File: src/rtl/cbt_pkg.sv
package cbt_pkg;
  localparam int unsigned CBT_DEF_SLOTS   = 4;
  localparam int unsigned CBT_DEF_BYTES_W = 16;
  localparam int unsigned CBT_DEF_TAG_W   = 8;
endpackage

File: src/rtl/cbt_free_pick.sv
module cbt_free_pick #(
  parameter int unsigned SLOTS = 4,
  localparam int unsigned IDX_W = (SLOTS > 1) ? $clog2(SLOTS) : 1
) (
  input  logic [SLOTS-1:0] busy_vec,
  output logic             any_free,
  output logic [IDX_W-1:0] pick_idx
);
  always_comb begin
    any_free = 1'b0;
    pick_idx = '0;
    for (int i = SLOTS - 1; i >= 0; i--) begin
      if (!busy_vec[i]) begin
        any_free = 1'b1;
        pick_idx = IDX_W'(i);
      end
    end
  end
endmodule

File: src/rtl/cbt_slot.sv
module cbt_slot #(
  parameter int unsigned BYTES_W = 16,
  parameter int unsigned TAG_W   = 8
) (
  input  logic               clk,
  input  logic               rst_n,
  input  logic               load_en,
  input  logic [BYTES_W-1:0] load_bytes,
  input  logic [TAG_W-1:0]   load_tag,
  input  logic               rsp_hit,
  input  logic [BYTES_W-1:0] rsp_bytes,
  output logic               busy,
  output logic [TAG_W-1:0]   tag,
  output logic               drain
);
  logic               busy_q, busy_d;
  logic [BYTES_W-1:0] remain_q, remain_d;
  logic [TAG_W-1:0]   tag_q, tag_d;
  logic               upd_en;

  assign drain  = rsp_hit && busy_q && (rsp_bytes >= remain_q);
  assign upd_en = load_en || (rsp_hit && busy_q);

  always_comb begin
    busy_d   = busy_q;
    remain_d = remain_q;
    tag_d    = tag_q;
    if (load_en) begin
      busy_d   = 1'b1;
      remain_d = load_bytes;
      tag_d    = load_tag;
    end else if (drain) begin
      busy_d   = 1'b0;
      remain_d = '0;
    end else if (rsp_hit && busy_q) begin
      remain_d = remain_q - rsp_bytes;
    end
  end

  always_ff @(posedge clk or negedge rst_n) begin
    if (!rst_n) begin
      busy_q   <= 1'b0;
      remain_q <= '0;
      tag_q    <= '0;
    end else if (upd_en) begin
      busy_q   <= busy_d;
      remain_q <= remain_d;
      tag_q    <= tag_d;
    end
  end

  assign busy = busy_q;
  assign tag  = tag_q;


  load_free_chk: assert property (@(posedge clk) disable iff (!rst_n)
    load_en |-> !busy_q);

  hold_count_chk: assert property (@(posedge clk) disable iff (!rst_n)
    (busy_q && !rsp_hit && !load_en) |=> (busy_q && $stable(remain_q)));

  partial_keep_chk: assert property (@(posedge clk) disable iff (!rst_n)
    (busy_q && rsp_hit && (rsp_bytes < remain_q)) |=> busy_q);
endmodule

File: src/rtl/cmd_byte_tracker.sv
module cmd_byte_tracker
  import cbt_pkg::*;
#(
  parameter int unsigned SLOTS   = CBT_DEF_SLOTS,
  parameter int unsigned BYTES_W = CBT_DEF_BYTES_W,
  parameter int unsigned TAG_W   = CBT_DEF_TAG_W,
  localparam int unsigned IDX_W  = (SLOTS > 1) ? $clog2(SLOTS) : 1
) (
  input  logic               clk,
  input  logic               rst_n,
  input  logic               alloc_valid,
  input  logic [BYTES_W-1:0] alloc_bytes,
  input  logic [TAG_W-1:0]   alloc_tag,
  output logic               alloc_ready,
  output logic [IDX_W-1:0]   alloc_id,
  input  logic               rsp_valid,
  input  logic [IDX_W-1:0]   rsp_id,
  input  logic [BYTES_W-1:0] rsp_bytes,
  output logic               done_valid,
  output logic [TAG_W-1:0]   done_tag,
  output logic [IDX_W-1:0]   done_id,
  output logic               full,
  output logic               err
);
  logic [SLOTS-1:0] busy_vec, drain_vec, load_vec, hit_vec;
  logic [TAG_W-1:0] tag_arr [SLOTS];
  logic             any_free, alloc_fire, rsp_to_busy;

  cbt_free_pick #(.SLOTS(SLOTS)) u_pick (
    .busy_vec (busy_vec),
    .any_free (any_free),
    .pick_idx (alloc_id)
  );

  assign full        = !any_free;
  assign alloc_ready = any_free;
  assign alloc_fire  = alloc_valid && any_free;

  for (genvar g = 0; g < SLOTS; g++) begin : g_slot
    assign load_vec[g] = alloc_fire && (alloc_id == IDX_W'(g));
    assign hit_vec[g]  = rsp_valid && (rsp_id == IDX_W'(g));
    cbt_slot #(.BYTES_W(BYTES_W), .TAG_W(TAG_W)) u_slot (
      .clk        (clk),
      .rst_n      (rst_n),
      .load_en    (load_vec[g]),
      .load_bytes (alloc_bytes),
      .load_tag   (alloc_tag),
      .rsp_hit    (hit_vec[g]),
      .rsp_bytes  (rsp_bytes),
      .busy       (busy_vec[g]),
      .tag        (tag_arr[g]),
      .drain      (drain_vec[g])
    );
  end

  assign rsp_to_busy = |(hit_vec & busy_vec);

  logic             dv_q, dv_d, err_q, err_d;
  logic [TAG_W-1:0] dt_q, dt_d;
  logic [IDX_W-1:0] di_q, di_d;

  always_comb begin
    dv_d  = |drain_vec;
    dt_d  = '0;
    di_d  = '0;
    for (int i = 0; i < SLOTS; i++) begin
      if (drain_vec[i]) begin
        dt_d = dt_d | tag_arr[i];
        di_d = di_d | IDX_W'(i);
      end
    end
    err_d = err_q || (rsp_valid && !rsp_to_busy);
  end

  always_ff @(posedge clk or negedge rst_n) begin
    if (!rst_n) begin
      dv_q  <= 1'b0;
      dt_q  <= '0;
      di_q  <= '0;
      err_q <= 1'b0;
    end else begin
      dv_q  <= dv_d;
      err_q <= err_d;
      if (dv_d) begin
        dt_q <= dt_d;
        di_q <= di_d;
      end
    end
  end

  assign done_valid = dv_q;
  assign done_tag   = dt_q;
  assign done_id    = di_q;
  assign err        = err_q;


  one_drain_chk: assert property (@(posedge clk) disable iff (!rst_n)
    $onehot0(drain_vec));

  done_cause_chk: assert property (@(posedge clk) disable iff (!rst_n)
    done_valid |-> $past(rsp_valid));

  done_frees_chk: assert property (@(posedge clk) disable iff (!rst_n)
    done_valid |-> !busy_vec[done_id]);

  alloc_taken_chk: assert property (@(posedge clk) disable iff (!rst_n)
    alloc_fire |=> busy_vec[$past(alloc_id)]);

  err_sticky_chk: assert property (@(posedge clk) disable iff (!rst_n)
    err |=> err);

  full_hold_chk: assert property (@(posedge clk) disable iff (!rst_n)
    (full && !rsp_valid) |=> full);
endmodule

File: config.mk
export PLATFORM = sky130hd
export DESIGN_NAME = cmd_byte_tracker
export DESIGN_NICKNAME = d
export VERILOG_FILES = /design/src/rtl/cbt_pkg.sv /design/src/rtl/cbt_free_pick.sv /design/src/rtl/cbt_slot.sv /design/src/rtl/cmd_byte_tracker.sv
export SDC_FILE = /design/constraint.sdc
export NUM_CORES = 1
export LEC_CHECK = 0
export BUFFER_PORTS_ARGS = -buffer_cell sky130_fd_sc_hd__buf_2
export CAP_MARGIN = 20
export CORE_MARGIN = 2
export CORE_UTILIZATION = 25
export CTS_CLUSTER_DIAMETER = 200
export DETAILED_ROUTE_END_ITERATION = 16
export SLEW_MARGIN = 5
export SYNTH_ARGS = -nofsm -noshare
export SYNTH_HDL_FRONTEND = slang
export SYNTH_SLANG_ARGS = --single-unit
File: constraint.sdc
create_clock -name clk -period 2.9 [get_ports clk]
set_input_delay 0.58 -clock clk [delete_from_list [all_inputs] [get_ports clk]]
set_output_delay 0.58 -clock clk [all_outputs]
set_load 0.005 [all_outputs]
# == Word level (Yosys, flattened, before mapping) ==
# Index checks and enable logic that the tools add are counted.
# word_totals
out_inout_bits,16
elab_cells,118
inputBits,46
register_bits,112
# classes
bitwise_logic,4
eq_ne,6
reduce_logical,49
n_lt_le_gt_ge,4
addsub,4
muxes,35
# op_table
cell,count
two-way mux 16 bit,12
greater-or-equal comparator 16 bit,4
subtractor 16 bit,4
two-way mux 8 bit,4
bitwise OR 8 bit,3
AND reduction 2 bit,12
logical AND 1 bit,18
two-way mux 1 bit,13
two-way mux 2 bit,6
nonzero test 3 bit,4
equality test 2 bit (second input constant),4
nonzero test 2 bit,4
OR reduction 4 bit,2
logical OR 1 bit,5
AND 4 bit,1
equality test 2 x 1 -> 1 bit (second input constant),2
logical NOT 2 bit,2
logical NOT 1 bit,2

# == Longest topological paths before layout ==
# depth
depth_word,11
mapped_depth,13
depth_no_buf,12

# == Cells and area by module ==
# Synthesis repeated with hierarchy kept, for this count alone.
# hier_totals
cells_unflattened,897
hier_area_um2,8276.7
# by_module_without_submodules
module,area_each_um2,cells_per_inst,instances,seq_area_each_um2
cbt_slot (g_slot[0].u_slot ...),1855.5,196,2,625.6
cbt_slot (g_slot[2].u_slot),2025.7,238,1,625.6
cbt_slot (g_slot[3].u_slot),1820.5,188,1,625.6
cmd_byte_tracker,690.7,74,1,300.3
cbt_free_pick,28.8,5,1,0.0

# == Worst setup path after synthesis ==
# OpenSTA, ideal clock, no wires.
# synth_path
kind,input-to-reg
start,input rsp_bytes[1]
end,register g_slot[0].u_slot.remain_q[15]
n_path_buf,0
setup_time_ps,126
arrival_time_ps,2807
slack_ps,-33
t_required_ps,2774
path_stages,10
cell_sequence,inv_1 ha_1 nor2b_1 o31a_1 o41ai_2 a311oi_1 a311oi_1 a21oi_1 xor2_1 a221o_1
# synth_via
elab_chain_len,4
elab_cells_between_ends,8
classes_between,add/sub (1); order compare (1); mux (3); reduce/logical (3)
# synth_rtl
element,line,text
"start, declared",cmd_byte_tracker.sv:18,"input logic [BYTES_W-1:0] rsp_bytes,"
subtractor 16 bit / greater-or-equal comparator 16 bit (equally long branches),"cbt_slot.sv:36, cbt_slot.sv:21",
two-way mux 16 bit / logical AND 1 bit (equally long branches),"cbt_slot.sv:35, cbt_slot.sv:21",
two-way mux 16 bit / nonzero test 3 bit (equally long branches),--,
two-way mux 16 bit / AND reduction 2 bit (equally long branches),--,
"end signal, assigned",cbt_slot.sv:47,remain_q <= remain_d;
"end, declared",cbt_slot.sv:17,"logic [BYTES_W-1:0] remain_q, remain_d;"
# Several ways; a longest one is shown, not always the timed one. The select of a mux whose other input is x is not followed.
# A chain may end at the register's enable or synchronous reset.

# == Final worst setup path ==
# layout_path
start,input rsp_bytes[2]
end,"register dt_q[1], in the netlist done_tag[1]"
# layout_via
elab_chain_len,9
elab_cells_between_ends,16
classes_between,order compare (4); mux (4); bitwise (3); reduce/logical (5)
# layout_rtl
element,line,text
greater-or-equal comparator 16 bit,cbt_slot.sv:21,assign drain = rsp_hit && busy_q && (rsp_bytes >= remain_q);
logical AND 1 bit,cbt_slot.sv:21,
two-way mux 8 bit,cmd_byte_tracker.sv:67,if (drain_vec[i]) begin
bitwise OR 8 bit,cmd_byte_tracker.sv:68,dt_d = dt_d | tag_arr[i];
two-way mux 8 bit,cmd_byte_tracker.sv:67,
bitwise OR 8 bit,cmd_byte_tracker.sv:68,
two-way mux 8 bit,cmd_byte_tracker.sv:67,
bitwise OR 8 bit,cmd_byte_tracker.sv:68,
two-way mux 8 bit,cmd_byte_tracker.sv:67,
"end signal, assigned",cmd_byte_tracker.sv:85,dt_q <= dt_d;
"end, declared",cmd_byte_tracker.sv:59,"logic [TAG_W-1:0] dt_q, dt_d;"
# Several ways; a longest one is shown, not always the timed one.

==> run metrics <==
status=finished clean; vias in the first global route=a little over 7000; FF+latch area=~2800 um2; Nets=around 1200; CP arrival=roughly 3000 ps; Core Util, Final=33.33%; Post-synth EDFFs=0; Multi-input gate area=between 4000 and 5000 um2; H-Tree Depth=3; FILL cells=3112; Unique masters post-synth=70; drt first pass iters=4; post-DP HPWL=between 15000 and 20000 um; CP endpoint kind=flip-flop; ranking of synthesized cells by area=dfrtp_1, ha_1, nand2_1, o21ai_0, a22oi_1; static leakage=0.004896 uW; Gate Count Post-Synth=823; FP Rows=64; Syn Nets=roughly 940; Setup violations, final=0; Clock Tree Root=clkbuf_16; worst-path maximum fanout=18; Final Hold Vio Count=0; Worst-Skew Late Latency=between 300 and 400 ps; layout cells sized above 1=a little under a third; register area share after synthesis=36.49%; syn_area_per_cell=9.332 um2; Yosys warning total=0; wire per inst=roughly 17 um; worst hold slack=approximately 150 ps; Num CTS Buffers=9; die width=around 180 um; worst rel slew slack=a little over two fifths; Routed WL=around 24000 um; Total Power=between 9000 and 10000 uW; Starting Density=25.24%; Routed Antenna Nets=0; first-pass GRT wire length=~38000 um; max-slew violations=0; Reg clk slew, reported paths=~80 ps; max_cap viols=0; routed vias=7191; pin count of the biggest net entering global routing=40; core area=between 30000 and 40000 um2; initial antenna violation count=1; Hold Buf Count CTS=0; Clock Path Buffers=2; Ports=between 60 and 70; Sinks on Clock Net=~110; post-synth top area share=36.49%; vias per inst=4.983; PD cells=a little under 1000 nW/um2; fin crit share=a little over nine tenths; M1 GR Usage=approximately 20%; Peak VDD IR=0.0003858 V; Worst Skew=about 14 ps; Synth Cell Area=7680 um2; Worst Hold Class=primary input to asynchronous set/reset pin; fmax=364.1 MHz; Iter 0 DRT Violations=262; met3 Use GR=2.078%; Worst Path Required=roughly 3100 ps; DRC viols=0; GR Util met2=roughly 26%; ys async rst share=between 90% and 100%; Top FF cell, synth=dfrtp_1; GP Congestion=a little over 0.9; busiest grt layer=met2; Syn-to-layout area delta=32.05%; Die H=~180 um; GR Overflow Total=0; die area=around 32000 um2; WS Path Type=primary input to flip-flop; Slew @ Worst Pin=858.2 ps; TritonCTS clock tree=yes; startpoint types=primary input; GRT Util Overall=between 10% and 20%; flops & latches, synth=112; Final Critical Period=around 2700 ps; RSZ-0062 raised after global routing=yes; setup total negative slack=0 ps; area leader, netlist=dfrtp_1; # port buffers=61
flip-flops by register name, indices dropped and copies added, names as in the netlist:
signal,count
done_tag,8
done_valid,1
g_slot.u_slot.remain_q,64
g_slot.u_slot.busy,4
done_id,2
err,1
g_slot.u_slot.tag,32
synthesized netlist by cell type (all sizes together) (3+ instances only):
master / count
buf: 4
a22oi: 41
o21ai: 66
nor4: 3
inv: 40
o21bai: 6
a21o: 26
fa: 4
a22o: 9
and3: 22
o21a: 10
a31oi: 13
xnor2: 26
nand4: 14
clkbuf: 23
xor2: 23
a211oi: 3
o211ai: 4
a221oi: 8
nor2b: 10
nor3: 13
dfrtp: 112
nand3: 16
nand2: 87
nor2: 46
mux2: 16
a221o: 16
a21oi: 52
o31ai: 5
ha: 64
o41ai: 3
nand2b: 7
worst paths after layout:
path | cells past startpoint | endpoint | from | slack, ps
setup / recovery | 13 | done_tag[1] | rsp_bytes[2] | 150
hold / removal | 1 | g_slot[0].u_slot.tag[1] | rst_n | 150
setup reg to reg | 12 | done_tag[1] | g_slot[3].u_slot.remain_q[0] | 170
hold reg to reg | 2 | g_slot[3].u_slot.tag[0] | g_slot[3].u_slot.tag[0] | 480
max in group asynchronous | 2 | g_slot[3].u_slot.tag[1] | rst_n | 2070
min in group clk | 3 | g_slot[0].u_slot.tag[6] | alloc_tag[6] | 450
worst max-delay path: stages:
cell and delay (ps):
buf_2 100, clkinvlp_4 150, buf_4 170, ha_1 290, a21o_1 130, a21oi_2 70
o211ai_2 200, a31oi_2 140, o21a_1 250, or4b_4 550, buf_8 180, nor2_1 120
a31oi_2 40
cell families (layout without fill, tap and decap cells):
family	Yosys count	after routing	share of synthesized area, %
buf+inv	68	291	3.926
fa+ha+maj	68	68	11.47
other cells	0	1	0
mux	16	16	2.346
xor+xnor	49	49	5.588
flops	112	112	36.49
simple gates	232	232	14.58
compound gates	278	278	25.59
report_power, final:
group          switching (uW)  leakage (uW)  internal (uW)
clock network             672      0.000140            610
logic                    2850       0.00336           2970
registers                 461       0.00139           2270
total                    3980       0.00490           5850
final cells by class:
type | count | share of cell area, %
clock inverter | 7 | 0.7526
multi-input combinational | 643 | 46.19
antenna | 1 | 0.02468
inverter | 40 | 1.555
clock buffer | 9 | 2.221
sequential | 112 | 27.64
tap | 396 | 4.886
timing repair buffer | 235 | 16.73
per-stage QoR:
step	worst slack, ps	instance area, um2	cells
6_report	153.5	10140	1443
4_1_cts	12.48	10040	1441
3_5_place_dp	-421.4	9706	1422
2_1_floorplan	-14.08	7684	823
5_1_grt	-0.1745	10140	1443
3_3_place_gp	-315.9	9706	1422
cells in the final DEF, fill, tap and decap left out, types with 15 or more instances in the layout:
master     n
and3_1    21
mux2_2    16
inv_1     38
a21oi_1   51
nand2_1   87
a221o_1   16
a22oi_1   41
xor2_1    23
nand3_1   15
buf_4    168
buf_2     60
dfrtp_1  112
a21o_1    25
o21ai_0   63
xnor2_1   26
nor2_1    39
ha_1      63
routing by layer:
layer / vias up / part of all wire [%]
li1: 3490 / -
met1: 3494 / 44
met2: 158 / 48
met3: 49 / 4.0
met4: 0 / 3.4
met5: - / 0
timing repair:
| item | CTS | global route |
|---|---|---|
| buffers inserted | 3 | 1 |
| pin swaps | 2 | 4 |
| setup endpoints to repair | 8 | 12 |
| gates cloned | 0 | 0 |
| resized for setup | 4 | 19 |
(Power assumes the default switching activity.)
